File: src/rtl/stor_ctl_pkg.sv
package stor_ctl_pkg;

   typedef enum logic [1:0] {
      ST_OK        = 2'd0,
      ST_BAD_DISK  = 2'd1,
      ST_BAD_BLOCK = 2'd2
   } status_e;

   localparam int RG_DISK   = 0;
   localparam int RG_BLOCK  = 1;
   localparam int RG_COUNT  = 2;
   localparam int RG_ADDR   = 3;
   localparam int RG_CMD    = 4;
   localparam int RG_STATUS = 5;
   localparam int NUM_REGS  = 6;
   localparam int REG_STRIDE_BITS = 3;

endpackage

File: src/rtl/stor_ctl_decode.sv
module stor_ctl_decode
   import stor_ctl_pkg::*;
#(
   parameter int ADDR_W = 6
) (
   input  logic [ADDR_W-1:0]   addr,
   output logic [NUM_REGS-1:0] sel,
   output logic                unmapped
);
   localparam int IDX_W = ADDR_W - REG_STRIDE_BITS;

   initial begin
      assert (IDX_W >= $clog2(NUM_REGS))
         else $error("stor_ctl_decode: ADDR_W too small for the register set");
   end

   logic [IDX_W-1:0] idx;
   assign idx = addr[ADDR_W-1:REG_STRIDE_BITS];

   for (genvar g = 0; g < NUM_REGS; g++) begin : g_sel
      assign sel[g] = (idx == IDX_W'(g));
   end

   assign unmapped = ~|sel;
endmodule

File: src/rtl/stor_ctl_geom.sv
module stor_ctl_geom #(
   parameter int NUM_DISKS = 3,
   parameter int DISK_W    = 2,
   parameter int BLK_W     = 8,
   parameter int DATA_W    = 32,
   parameter int BLK_SHIFT = 9,
   parameter logic [NUM_DISKS*BLK_W-1:0] DISK_BLOCKS = '1
) (
   input  logic [DISK_W-1:0] disk,
   output logic [BLK_W-1:0]  blocks,
   output logic [DATA_W-1:0] size_bytes
);
   initial begin
      assert (BLK_W + BLK_SHIFT <= DATA_W)
         else $error("stor_ctl_geom: capacity does not fit in DATA_W");
   end

   logic [BLK_W-1:0] tab [NUM_DISKS];

   for (genvar g = 0; g < NUM_DISKS; g++) begin : g_tab
      assign tab[g] = DISK_BLOCKS[g*BLK_W +: BLK_W];
      initial begin
         assert (DISK_BLOCKS[g*BLK_W +: BLK_W] != '0)
            else $error("stor_ctl_geom: disk %0d has no blocks", g);
      end
   end

   always_comb begin
      blocks = tab[0];
      for (int i = 1; i < NUM_DISKS; i++) begin
         if (disk == DISK_W'(i)) blocks = tab[i];
      end
   end

   assign size_bytes = DATA_W'(blocks) << BLK_SHIFT;
endmodule

File: src/rtl/stor_ctl_check.sv
module stor_ctl_check #(
   parameter int DATA_W    = 32,
   parameter int BLK_W     = 8,
   parameter int NUM_DISKS = 3
) (
   input  logic [DATA_W-1:0] wdata,
   input  logic [BLK_W-1:0]  blocks,
   output logic              disk_ok,
   output logic              blk_ok,
   output logic [BLK_W-1:0]  cnt_val
);
   localparam logic [DATA_W-1:0] DISK_LIM = DATA_W'(NUM_DISKS);

   initial begin
      assert (BLK_W <= DATA_W)
         else $error("stor_ctl_check: BLK_W wider than DATA_W");
   end

   logic [DATA_W-1:0] blocks_ext;
   assign blocks_ext = DATA_W'(blocks);

   assign disk_ok = (wdata < DISK_LIM);
   assign blk_ok  = (wdata < blocks_ext);
   assign cnt_val = blk_ok ? wdata[BLK_W-1:0] : (blocks - BLK_W'(1));
endmodule

File: src/rtl/stor_ctl_regs.sv
module stor_ctl_regs
   import stor_ctl_pkg::*;
#(
   parameter int DATA_W      = 32,
   parameter int ADDR_W      = 6,
   parameter int NUM_DISKS   = 3,
   parameter int BLK_W       = 8,
   parameter int BLOCK_BYTES = 512,
   parameter logic [NUM_DISKS*BLK_W-1:0] DISK_BLOCKS = {8'd200, 8'd5, 8'd16},
   localparam int DISK_W    = (NUM_DISKS > 1) ? $clog2(NUM_DISKS) : 1,
   localparam int BLK_SHIFT = $clog2(BLOCK_BYTES)
) (
   input  logic              clk,
   input  logic              rst_n,
   input  logic              req_valid,
   input  logic              req_write,
   input  logic [ADDR_W-1:0] req_addr,
   input  logic [DATA_W-1:0] req_wdata,
   output logic              rsp_valid,
   output logic [DATA_W-1:0] rsp_rdata,
   output logic              rsp_err,
   output logic              xfer_start,
   output logic [DATA_W-1:0] xfer_cmd,
   output logic [DISK_W-1:0] xfer_disk,
   output logic [BLK_W-1:0]  xfer_block,
   output logic [BLK_W-1:0]  xfer_count,
   output logic [DATA_W-1:0] xfer_addr
);
   initial begin
      assert ((1 << BLK_SHIFT) == BLOCK_BYTES)
         else $error("stor_ctl_regs: BLOCK_BYTES must be a power of two");
      assert (DISK_W <= DATA_W)
         else $error("stor_ctl_regs: too many disks for DATA_W");
   end

   logic [NUM_REGS-1:0] sel;
   logic                unmapped;
   logic [BLK_W-1:0]    cur_blocks;
   logic [DATA_W-1:0]   cur_size;
   logic                disk_ok, blk_ok;
   logic [BLK_W-1:0]    cnt_val;

   logic [DISK_W-1:0] cur_disk;
   logic [BLK_W-1:0]  cur_block;
   logic [BLK_W-1:0]  cur_count;
   logic [DATA_W-1:0] phys_addr;
   logic [DATA_W-1:0] cmd_q;
   status_e           status_q;
   logic              start_q;
   logic              rsp_valid_q, rsp_err_q;
   logic [DATA_W-1:0] rsp_rdata_q;
   logic [DATA_W-1:0] rd_mux;

   stor_ctl_decode #(.ADDR_W(ADDR_W)) u_decode (
      .addr     (req_addr),
      .sel      (sel),
      .unmapped (unmapped)
   );

   stor_ctl_geom #(
      .NUM_DISKS   (NUM_DISKS),
      .DISK_W      (DISK_W),
      .BLK_W       (BLK_W),
      .DATA_W      (DATA_W),
      .BLK_SHIFT   (BLK_SHIFT),
      .DISK_BLOCKS (DISK_BLOCKS)
   ) u_geom (
      .disk       (cur_disk),
      .blocks     (cur_blocks),
      .size_bytes (cur_size)
   );

   stor_ctl_check #(
      .DATA_W    (DATA_W),
      .BLK_W     (BLK_W),
      .NUM_DISKS (NUM_DISKS)
   ) u_check (
      .wdata   (req_wdata),
      .blocks  (cur_blocks),
      .disk_ok (disk_ok),
      .blk_ok  (blk_ok),
      .cnt_val (cnt_val)
   );

   logic wr_en, rd_en;
   assign wr_en = req_valid & req_write & ~unmapped;
   assign rd_en = req_valid & ~req_write & ~unmapped;

   always_comb begin
      rd_mux = '0;
      if (sel[RG_DISK])   rd_mux = DATA_W'(cur_disk);
      if (sel[RG_BLOCK])  rd_mux = DATA_W'(cur_block);
      if (sel[RG_COUNT])  rd_mux = cur_size;
      if (sel[RG_ADDR])   rd_mux = phys_addr;
      if (sel[RG_CMD])    rd_mux = cmd_q;
      if (sel[RG_STATUS]) rd_mux = DATA_W'(status_q);
   end

   always_ff @(posedge clk or negedge rst_n) begin
      if (!rst_n) begin
         cur_disk  <= '0;
         cur_block <= '0;
         cur_count <= '0;
         phys_addr <= '0;
         cmd_q     <= '0;
         status_q  <= ST_OK;
         start_q   <= 1'b0;
      end else begin
         start_q <= 1'b0;
         if (wr_en) begin
            if (sel[RG_DISK]) begin
               if (disk_ok) begin
                  cur_disk <= req_wdata[DISK_W-1:0];
                  status_q <= ST_OK;
               end else begin
                  status_q <= ST_BAD_DISK;
               end
            end
            if (sel[RG_BLOCK]) begin
               if (blk_ok) cur_block <= req_wdata[BLK_W-1:0];
               else        status_q  <= ST_BAD_BLOCK;
            end
            if (sel[RG_COUNT]) begin
               cur_count <= cnt_val;
               status_q  <= ST_OK;
            end
            if (sel[RG_ADDR]) begin
               phys_addr <= req_wdata;
               status_q  <= ST_OK;
            end
            if (sel[RG_CMD]) begin
               cmd_q   <= req_wdata;
               start_q <= 1'b1;
            end
         end
      end
   end

   always_ff @(posedge clk or negedge rst_n) begin
      if (!rst_n) begin
         rsp_valid_q <= 1'b0;
         rsp_err_q   <= 1'b0;
         rsp_rdata_q <= '0;
      end else begin
         rsp_valid_q <= req_valid;
         rsp_err_q   <= req_valid & unmapped;
         rsp_rdata_q <= rd_en ? rd_mux : '0;
      end
   end

   assign rsp_valid  = rsp_valid_q;
   assign rsp_err    = rsp_err_q;
   assign rsp_rdata  = rsp_rdata_q;
   assign xfer_start = start_q;
   assign xfer_cmd   = cmd_q;
   assign xfer_disk  = cur_disk;
   assign xfer_block = cur_block;
   assign xfer_count = cur_count;
   assign xfer_addr  = phys_addr;

   // one response per request, one cycle later
   p_rsp_follow_r3: assert property (@(posedge clk) disable iff (!rst_n)
      req_valid |=> rsp_valid);
   p_rsp_idle_r3: assert property (@(posedge clk) disable iff (!rst_n)
      !req_valid |=> !rsp_valid);

   // refused disk number keeps the selection
   p_disk_reject_r4: assert property (@(posedge clk) disable iff (!rst_n)
      (wr_en && sel[RG_DISK] && !disk_ok) |=>
         ($stable(cur_disk) && status_q == ST_BAD_DISK));
   p_disk_accept_r4: assert property (@(posedge clk) disable iff (!rst_n)
      (wr_en && sel[RG_DISK] && disk_ok) |=>
         (status_q == ST_OK && cur_disk == $past(req_wdata[DISK_W-1:0])));

   // refused block number keeps the block
   p_block_reject_r5: assert property (@(posedge clk) disable iff (!rst_n)
      (wr_en && sel[RG_BLOCK] && !blk_ok) |=>
         ($stable(cur_block) && status_q == ST_BAD_BLOCK));

   // trimmed count always fits the disk it was written for
   p_count_bound_r6: assert property (@(posedge clk) disable iff (!rst_n)
      (wr_en && sel[RG_COUNT]) |=> (xfer_count < $past(cur_blocks)));

   // launch strobe tied to command writes
   p_start_pulse_r8: assert property (@(posedge clk) disable iff (!rst_n)
      (wr_en && sel[RG_CMD]) |=> xfer_start);
   p_start_cause_r8: assert property (@(posedge clk) disable iff (!rst_n)
      xfer_start |-> $past(req_valid && req_write && sel[RG_CMD]));

   // error responses carry no data
   p_err_clean_r10: assert property (@(posedge clk) disable iff (!rst_n)
      rsp_err |-> (rsp_valid && rsp_rdata == '0));
endmodule

File: config.mk
export PLATFORM = sky130hd
export DESIGN_NAME = stor_ctl_regs
export DESIGN_NICKNAME = d
export VERILOG_FILES = /design/src/rtl/stor_ctl_pkg.sv /design/src/rtl/stor_ctl_decode.sv /design/src/rtl/stor_ctl_geom.sv /design/src/rtl/stor_ctl_check.sv /design/src/rtl/stor_ctl_regs.sv
export SDC_FILE = /design/constraint.sdc
export NUM_CORES = 1
export LEC_CHECK = 0
export ABC_AREA = 0
export ABC_CLOCK_PERIOD_IN_PS = 5900
export BUFFER_PORTS_ARGS = -buffer_cell sky130_fd_sc_hd__buf_2
export CAP_MARGIN = 20
export CORE_MARGIN = 10
export CORE_UTILIZATION = 55
export CTS_CLUSTER_SIZE = 30
export DETAILED_ROUTE_END_ITERATION = 8
export GPL_ROUTABILITY_DRIVEN = 0
export HOLD_SLACK_MARGIN = 0.12
export PLACE_DENSITY = 0.84
export SYNTH_ARGS = -nofsm -noshare
export SYNTH_HDL_FRONTEND = slang
export SYNTH_SLANG_ARGS = --single-unit
File: constraint.sdc
create_clock -name clk -period 5.9 [get_ports clk]
set_clock_uncertainty 0.05 [all_clocks]
set_input_delay 0.59 -clock clk [delete_from_list [all_inputs] [get_ports clk]]
set_output_delay 0.59 -clock clk [all_outputs]
set_load 0.005 [all_outputs]
==> impl_metrics.toml, run 1 <==
[status]
outcome = "completed"

[floorplanning]
placementRows = 34
die-width_um = 116
fp.coreArea_sq_um = 8850
dieHeight_um = 116
start_util = 0.573
boundaryPins = 159
dieArea_sq_um = 13500

[place]
hpwl_mm = 10.1
port_buffers = 155
placed_area_sq_um = 5880
dp_worst_setup_slack_ns = 2.53

[yosys]
synth.largest_area_cell = "sky130_fd_sc_hd__dfrtp_1"
synth.cells.most_frequent = "119 x sky130_fd_sc_hd__dfrtp_1, 69 x sky130_fd_sc_hd__mux2_2, 46 x sky130_fd_sc_hd__nor2_1"
synth-async-reset-ratio = 1.00
area_fraction_of_the_dominant_cell_type_after_synthesis = 0.588
yosys_warnings = 0
post_synth_inst_count = 405
synth_top_cells_by_area = "sky130_fd_sc_hd__dfrtp_1 59%, sky130_fd_sc_hd__mux2_2 15%, sky130_fd_sc_hd__a22oi_1 3.6%"
synthFlopType = "sky130_fd_sc_hd__dfrtp_1"
synthesis.nets = 454
seq_area_frac_synth = 0.588
synthDistinctLibCells = 43
syn_avg_cell_area_sq_um = 12.5
synth-edff-count = 0
yosys_register_bits = 119
synth.most_common_cell = "sky130_fd_sc_hd__dfrtp_1"
syn_area_sq_um = 5070

[worst_setup_path]
reg2reg_to = "xfer_block[4]"
cp-start-kind = "flip-flop"
worst-r2r-setup-slack_ns = 2.74
timing.critical_path.arrival_ns = 3.50
crit_fanout = 11
worst-endpoint-required_ns = 6.24
rr_startpoint = "xfer_disk[1]"
worst-setup-path-type = "flip-flop to flip-flop"
rr_worst_depth = 9
crit_path_end_kind = "flip-flop"

[cts]
cts_htree_levels = 4
tritoncts_clock_tree = "done"
cts_buffers = 17
worst_skew_pair.late_latency_ns = 0.51
path_clk_slew_ns = 0.06
cts_resized = 0
clock-root-buffer = "sky130_fd_sc_hd__clkbuf_8"
clock_sink_count = 119
ctsLongestPathBuffers = 2

[detailed_routing]
vias_per_cell = 5.87
met1Wirelength_mm = 5.59
wl_met2_mm = 7.89
detail_route.drc_violations = 0
wirelength_mm = 14.8
routed_vias = 3997
wire_per_inst_um = 21.7
antenna_violating_nets_post_route = 0
initial_drc_count = 244
met3_length_mm = 1.05
drt_pre_antenna_iters = 5
dr.max_layer_used = "met4"

[timing]
rsz_0062_raised_after_global_routing = "false"
worst_pin_slew_ns = 1.01
report.final.hold_viol_count = 0
layout_setup_ws_ns = 2.74
final_min_period_over_clock_period = 0.536
fmax_mhz = 317
finalSetupViolCount = 0
max_slew_margin = 0.328
finalSetupTns_ns = 0
drv_slew = 0
period_needed_ns = 3.16

[global_route]
grt_first_pass_wirelength_mm = 22.7
grt_pass1_vias = 4181
grtUsageTotal = 0.219
grt_start_max_net_pins = 68
antenna_found_initial = 0
grt_overflow_total = 0

[worst_hold_path]
holdCritPathClass = "primary input to flip-flop"
whs_path_depth = 1
worstHoldStart = "req_valid"
holdPathEnd = "rsp_valid"

[cells_and_area]
antennaDiodeCount = 0
layout-area-overhead-vs-synth_pct = 28.2
num-fill-cells = 617
design.final.nets = 609
ff_latch_area_sq_um = 2980
multi_input_area_sq_um = 1930
post-route-cell-area_sq_um = 6500
final_layout_size_suffix_gt1_frac = 0.469

[job]
max_capacitance_violation_count = 0

[power]
leakage_uw = 0.00327
ir_drop_mv = 0.224
pwr_density_cell_nw_per_um2 = 376
worst max-delay path by stage:
| stage | startpoint | to | cells past startpoint |
|---|---|---|---|
| after global placement | req_addr[4] | xfer_cmd[23] | 6 |
| final | xfer_disk[1] | xfer_block[4] | 9 |
| after global routing | xfer_disk[1] | xfer_block[4] | 9 |
| after floorplan | xfer_disk[0] | status_q[0] | 10 |
| after detailed placement | req_addr[4] | xfer_cmd[11] | 6 |
| after CTS | xfer_disk[1] | xfer_block[4] | 9 |
state kept, by name (all words and copies together), names as in the netlist:
register / count
xfer_block: 8
xfer_start: 1
rsp_err: 1
xfer_addr: 32
rsp_valid: 1
status_q: 2
rsp_rdata: 32
xfer_count: 8
xfer_disk: 2
xfer_cmd: 32
critical path: stages, from the launching register on:
cell                       delay (ns)
sky130_fd_sc_hd__dfrtp_1         0.42
sky130_fd_sc_hd__inv_1           0.07
sky130_fd_sc_hd__ha_1            0.18
sky130_fd_sc_hd__inv_1           0.07
sky130_fd_sc_hd__ha_1            0.19
sky130_fd_sc_hd__nor4b_1         0.30
sky130_fd_sc_hd__o21bai_1        0.13
sky130_fd_sc_hd__a21oi_1         0.77
sky130_fd_sc_hd__nand3_2         0.45
sky130_fd_sc_hd__mux2_2          0.40
cell type report:
cell class | instances | area share
clock inverter | 15 | 0.0295
inverter | 7 | 0.00404
multi-input combinational | 255 | 0.298
timing repair buffer | 160 | 0.126
clock buffer | 17 | 0.0638
tap | 108 | 0.0208
sequential | 119 | 0.458
cells by family (layout without fill, tap and decap cells):
family,after synthesis,after routing,synth area share
multiplexers,79,79,0.174
adder cells (fa/ha/maj),7,7,0.0173
AND/OR/NAND/NOR,92,92,0.0923
flip-flops,119,119,0.588
AO/OA/AOI/OAI,77,77,0.0973
buffers and inverters,31,199,0.0313
power by group:
| part | total (uW) | switching, uW | internal, uW | leakage [uW] |
|---|---|---|---|---|
| logic | 361 | 175 | 186 | 0.00144 |
| clock network | 1050 | 399 | 655 | 0.000293 |
| registers | 1030 | 91.9 | 936 | 0.00154 |
| total | 2440 | 666 | 1780 | 0.00327 |
stage by stage:
stage                     total power, uW   util  hold slack, ns  cells
after floorplan                      1180      -           0.244    405
after global placement               1370  0.665           0.414    648
after detailed placement             1400  0.665           0.430    648
after CTS                            2460  0.734           0.204    681
after global routing                 2540  0.734           0.207    681
final                                2440  0.734           0.228    681
what timing repair did:
item	in CTS	in global routing
hold buffers	1	0
setup buffers	0	0
endpoints found under the hold margin	52	0
cell usage in the layout (no fill, tap or decap), types with 8 or more instances in the layout:
| cell | count |
|---|---|
| sky130_fd_sc_hd__buf_2 | 154 |
| sky130_fd_sc_hd__dfrtp_1 | 119 |
| sky130_fd_sc_hd__mux2_2 | 69 |
| sky130_fd_sc_hd__nor2_1 | 46 |
| sky130_fd_sc_hd__a22oi_1 | 24 |
| sky130_fd_sc_hd__a21oi_1 | 21 |
| sky130_fd_sc_hd__nand2_1 | 16 |
| sky130_fd_sc_hd__clkbuf_16 | 16 |
| sky130_fd_sc_hd__o21ai_0 | 13 |
| sky130_fd_sc_hd__nor4_1 | 8 |
layer usage:
metal,vias up,track usage
met5,-,0
met4,0,0.0834
met3,25,0.0579
met2,170,0.382
met1,2035,0.251
li1,1767,-
Note: power is estimated with default switching activity, not from simulation.
==> run 2: changes to the inputs <==
Settings changed: ABC_AREA 0 to 1, ABC_CLOCK_PERIOD_IN_PS 5900 to 2660, CORE_UTILIZATION 55 to 47, PLACE_DENSITY 0.84 to 0.76.
Clock period 5.9 ns to 2.66 ns, I/O delays scaled along.
==> impl_metrics.toml, run 2 <==
[global_route]
grt_pass1_vias = 5032
grt_util_met3 = 0.0713
groute.layer.met1.usage = 0.240
antenna_found_initial = 0
grtUsageMet2 = 0.331
grt_start_max_net_pins = 65
grtUsageTotal = 0.201
grt_first_pass_wirelength_mm = 26.0
grt_overflow_total = 0
globalRoute.busiestLayer = "met2"

[timing]
period_needed_ns = 2.29
report.final.hold_viol_count = 0
max_slew_margin = 0.539
worst_pin_slew_ns = 0.692
fmax_mhz = 436
finalHoldWorstSlack_ns = 0.128
rsz_0062_raised_after_global_routing = "false"
finalSetupTns_ns = 0
drv_slew = 0
final_min_period_over_clock_period = 0.861
finalSetupViolCount = 0

[detailed_routing]
drt_pre_antenna_iters = 5
wire_per_inst_um = 17.3
wirelength_mm = 16.2
routed_vias = 4864
antenna_violating_nets_post_route = 0
vias_per_cell = 5.19
initial_drc_count = 481
detail_route.drc_violations = 0

[worst_setup_path]
rr_startpoint = "xfer_disk[0]"
cp-start-kind = "flip-flop"
crit_fanout = 15
worst-setup-path-type = "flip-flop to flip-flop"
timing.critical_path.arrival_ns = 2.54
setup.worst_path.start = "xfer_disk[0]"
worst-endpoint-required_ns = 2.91
crit_path_end_kind = "flip-flop"
worst-r2r-setup-slack_ns = 0.37

[cts]
clock_sink_count = 119
post_cts_buffers = 0
tritoncts_clock_tree = "done"
cts_buffers = 17
path_clk_slew_ns = 0.06
clock-root-buffer = "sky130_fd_sc_hd__clkbuf_16"
cts_htree_levels = 4
worst_skew_pair.late_latency_ns = 0.41
ctsLongestPathBuffers = 2

[cells_and_area]
ff_latch_area_sq_um = 2980
multi_input_area_sq_um = 1890
fin_util = 0.652
final_cells = 937
final_layout_size_suffix_gt1_frac = 0.292
design.final.nets = 833
num-fill-cells = 882
layout-area-overhead-vs-synth_pct = 35.0
layout_common_cells = "195 x sky130_fd_sc_hd__nand2_1, 154 x sky130_fd_sc_hd__buf_2, 119 x sky130_fd_sc_hd__dfrtp_1"
antennaDiodeCount = 0
layout_commonest_cell = "sky130_fd_sc_hd__nand2_1"

[yosys]
synth.largest_area_cell = "sky130_fd_sc_hd__dfrtp_1"
syn_avg_cell_area_sq_um = 8.84
synth.most_common_cell = "sky130_fd_sc_hd__nand2_1"
synth-edff-count = 0
synthFlopType = "sky130_fd_sc_hd__dfrtp_1"
synth_top_cells_by_area = "sky130_fd_sc_hd__dfrtp_1 56%, sky130_fd_sc_hd__nand2_1 14%, sky130_fd_sc_hd__inv_1 4.5%"
synth.cells.most_frequent = "195 x sky130_fd_sc_hd__nand2_1, 119 x sky130_fd_sc_hd__dfrtp_1, 64 x sky130_fd_sc_hd__inv_1"
area_fraction_of_the_dominant_cell_type_after_synthesis = 0.564
synth-async-reset-ratio = 1.00
seq_area_frac_synth = 0.564
synthesis.nets = 647
synthDistinctLibCells = 31
yosys_register_bits = 119
post_synth_inst_count = 598
yosys_warnings = 0
syn_area_sq_um = 5280

[job]
max_capacitance_violation_count = 0

[power]
clockPowerShare = 0.474
leakage_uw = 0.00390
share_comb_of_total_power = 0.138
power.sequential.fraction = 0.389
pwr_density_cell_nw_per_um2 = 808
power_switching_share = 0.249
ir_drop_mv = 0.379
cell_internal_power_dissipation_uw = 4330
switchingPower_uw = 1430

[floorplanning]
dieHeight_um = 126
fp.coreArea_sq_um = 10900
die-width_um = 126
start_util = 0.483
dieArea_sq_um = 15900
placementRows = 38
boundaryPins = 159

[place]
placedCellCount = 880
port_buffers = 155
hpwl_mm = 11.2

[worst_hold_path]
holdCritPathClass = "primary input to flip-flop"
worstHoldStart = "req_wdata[16]"

[status]
outcome = "completed"
-- run 2: cell families after synthesis --
logic type / share of synthesized area
buffers and inverters: 0.0793
flip-flops: 0.564
AND/OR/NAND/NOR: 0.201
AO/OA/AOI/OAI: 0.139
adder cells (fa/ha/maj): 0.0166
-- run 2: power by group through the flow --
stage | combinational (uW) | sequential, uW | clock (uW)
detailed placement | 773 | 2260 | 0
global placement | 742 | 2250 | 0
CTS | 809 | 2240 | 2750
global route | 895 | 2270 | 2830
floorplan | 311 | 2260 | 0
finish | 793 | 2240 | 2730
-- run 2: layout make-up --
cell class / instances / area share
timing repair buffer: 188 / 0.158
multi-input combinational: 387 / 0.264
tap: 140 / 0.0246
inverter: 71 / 0.0381
clock inverter: 8 / 0.0302
sequential: 119 / 0.417
clock buffer: 24 / 0.0675
-- run 2: critical path, cell delays in order, from the launching register on --
cell and delay (ns):
sky130_fd_sc_hd__dfrtp_1 0.38, sky130_fd_sc_hd__inv_1 0.09, sky130_fd_sc_hd__ha_1 0.21, sky130_fd_sc_hd__inv_1 0.15, sky130_fd_sc_hd__ha_1 0.27, sky130_fd_sc_hd__a21oi_1 0.17
sky130_fd_sc_hd__nand3_1 0.09, sky130_fd_sc_hd__nor2_1 0.28, sky130_fd_sc_hd__nand3_4 0.26, sky130_fd_sc_hd__nand2_1 0.16, sky130_fd_sc_hd__o21ai_2 0.07
-- run 2: routing by layer --
layer  wire length, um  part of all wire  vias to the layer above
met5                 0                 0                        -
met4               278             0.017                        0
met3              1270             0.079                       25
met2              8030              0.50                      192
met1              6600              0.41                     2366
li1                  -                 -                     2281
-- run 2: path summary, 6_finish.rpt --
path	endpoint	cells past startpoint
worst min register to register	xfer_count[4]	2
worst min-delay path	xfer_cmd[16]	3
max in group asynchronous	xfer_cmd[10]	3
worst max register to register	xfer_block[7]	10
min in group asynchronous	xfer_cmd[15]	2
worst max-delay path	xfer_block[7]	10
-- run 2: per-stage QoR --
stage | setup WS [ns] | cell area (sq um) | total power (uW)
2_1_floorplan | 0.621 | 5280 | 2570
3_3_place_gp | 0.506 | 6190 | 2990
3_5_place_dp | 0.415 | 6190 | 3040
4_1_cts | 0.367 | 7130 | 5800
5_1_grt | 0.155 | 7130 | 5990
6_report | 0.369 | 7130 | 5770
-- run 2: what timing repair did --
item                                   CTS  global route
hold buffers                            25             0
resized for setup                        0             0
endpoints found under the hold margin   67             0
==> run 3: changes to the inputs <==
Settings changed: PLACE_DENSITY 0.76 to 0.77.
==> impl_metrics.toml, run 3 (synthesis results as in run 2) <==
[worst_hold_path]
whs_path_depth = 3
holdCritPathClass = "primary input to flip-flop"

[global_route]
grt_pass1_vias = 4864
globalRoute.busiestLayer = "met2"
grt_start_max_net_pins = 65
grt_util_met3 = 0.0751
grtUsageMet2 = 0.316
groute.layer.met1.usage = 0.233
grt_first_pass_wirelength_mm = 25.3
grtUsageTotal = 0.195
antenna_found_initial = 0
grt_overflow_total = 0

[job]
max_capacitance_violation_count = 0

[cells_and_area]
layout-area-overhead-vs-synth_pct = 30.9
final_layout_size_suffix_gt1_frac = 0.290
final_cells = 931
layout_commonest_cell = "sky130_fd_sc_hd__nand2_1"
design.final.nets = 829
layout_common_cells = "195 x sky130_fd_sc_hd__nand2_1, 154 x sky130_fd_sc_hd__buf_2, 119 x sky130_fd_sc_hd__dfrtp_1"
post-route-cell-area_sq_um = 6920
antennaDiodeCount = 0

[detailed_routing]
routed_vias = 4748
vias_per_cell = 5.10
antenna_violating_nets_post_route = 0
drt_pre_antenna_iters = 5
wire_per_inst_um = 16.7
detail_route.drc_violations = 0
wirelength_mm = 15.5
initial_drc_count = 492

[floorplanning]
die-width_um = 126
start_util = 0.483
boundaryPins = 159
dieHeight_um = 126
placementRows = 38
fp.coreArea_sq_um = 10900
dieArea_sq_um = 15900

[place]
placedCellCount = 879
hpwl_mm = 11.0
placed_area_sq_um = 6180
port_buffers = 155

[worst_setup_path]
timing.critical_path.arrival_ns = 2.52
worst-endpoint-required_ns = 2.90
crit_chain = "inv_1, ha_1, inv_1, ha_1, a21oi_1, nand3_1, nor2_1, nand3_4, nand2_1, o21ai_2"
cp-start-kind = "flip-flop"
rr_worst_depth = 10
crit_buf_inv = 2
worst_path_largest_cell_delay_ns = 0.39
crit_path_end_kind = "flip-flop"
crit_fanout = 15
worst-setup-path-type = "flip-flop to flip-flop"
slowest_stage = "sky130_fd_sc_hd__dfrtp_1"
worstSetupPathDepth = 10
crit_family = "simple AND/OR/NAND/NOR gates"

[timing]
fmax_mhz = 438
report.final.hold_viol_count = 0
worst_pin_slew_ns = 0.646
rsz_0062_raised_after_global_routing = "false"
drv_slew = 0
final_min_period_over_clock_period = 0.859
finalHoldWorstSlack_ns = 0.134
period_needed_ns = 2.29
max_slew_margin = 0.570
finalSetupTns_ns = 0
finalSetupViolCount = 0

[cts]
clock-root-buffer = "sky130_fd_sc_hd__clkbuf_16"
worst_skew_pair.late_latency_ns = 0.41
cts_buffers = 17
clock_sink_count = 119
ctsLongestPathBuffers = 2
path_clk_slew_ns = 0.05
tritoncts_clock_tree = "done"
cts_htree_levels = 4

[power]
ir_drop_mv = 0.320
leakage_uw = 0.00381
pwr_density_cell_nw_per_um2 = 728

[status]
outcome = "completed"
==> run 3: changes by cell type in the layout (fill, tap and decap cells not counted) <==
cell | before | now
sky130_fd_sc_hd__bufinv_16 | 7 | 0
sky130_fd_sc_hd__clkinv_2 | 1 | 4
sky130_fd_sc_hd__dlygate4sd3_1 | 25 | 22
sky130_fd_sc_hd__buf_4 | 6 | 5
sky130_fd_sc_hd__clkbuf_1 | 4 | 5
sky130_fd_sc_hd__clkbuf_8 | 3 | 4
==> run 3: area by class of cell <==
type,instances,area (sq um)
fill,916,4020
sequential,119,2980
multi-input combinational,387,1890
timing repair buffer,184,1090
clock buffer,26,499
inverter,71,272
tap,140,175
clock inverter,4,20.0
==> run 3: timing repair <==
item | 4_1_cts | 5_1_grt
hold buffers | 22 | 0
buffers inserted | 0 | 0
setup endpoints to repair | 0 | 0
hold endpoints to repair | 66 | 0
gates resized for setup | 0 | 0
==> run 3: power by group <==
part | switching (uW) | leakage, uW | internal [uW]
logic | 430 | 0.00199 | 349
registers | 188 | 0.00155 | 2060
clock network | 748 | 0.000260 | 1270
==> run 3: worst reg2reg max path, cell delays in order (launching register included) <==
cell and delay [ns]:
sky130_fd_sc_hd__dfrtp_1 0.39, sky130_fd_sc_hd__inv_1 0.11, sky130_fd_sc_hd__ha_1 0.17, sky130_fd_sc_hd__inv_1 0.09, sky130_fd_sc_hd__ha_1 0.31, sky130_fd_sc_hd__a21oi_1 0.18
sky130_fd_sc_hd__nand3_1 0.11, sky130_fd_sc_hd__nor2_1 0.29, sky130_fd_sc_hd__nand3_4 0.26, sky130_fd_sc_hd__nand2_1 0.16, sky130_fd_sc_hd__o21ai_2 0.06
==> run 3: final timing paths <==
| kind | startpoint | slack [ns] | to |
|---|---|---|---|
| setup / recovery | xfer_disk[0] | 0.37 | xfer_block[7] |
| hold / removal | req_wdata[22] | 0.13 | xfer_addr[22] |
| setup reg to reg | xfer_disk[0] | 0.37 | xfer_block[7] |
| hold reg to reg | xfer_count[6] | 0.43 | xfer_count[6] |
| max in group asynchronous | rst_n | 1.48 | xfer_cmd[6] |
| min in group asynchronous | rst_n | 0.32 | rsp_rdata[19] |
==> run 3: stage by stage <==
step | setup WS [ns] | power, uW | util
after detailed placement | 0.427 | 3030 | 0.565
after global placement | 0.502 | 2990 | 0.565
final | 0.375 | 5040 | 0.633
after CTS | 0.380 | 5070 | 0.633
after floorplan | 0.621 | 2570 | -
after global routing | 0.159 | 5280 | 0.633
==> run 3: metal layers <==
layer  up-vias  wire length (um)
met5         -                 0
met4         0               228
met3        24              1400
met2       201              7520
met1      2262              6360
li1       2261                 -
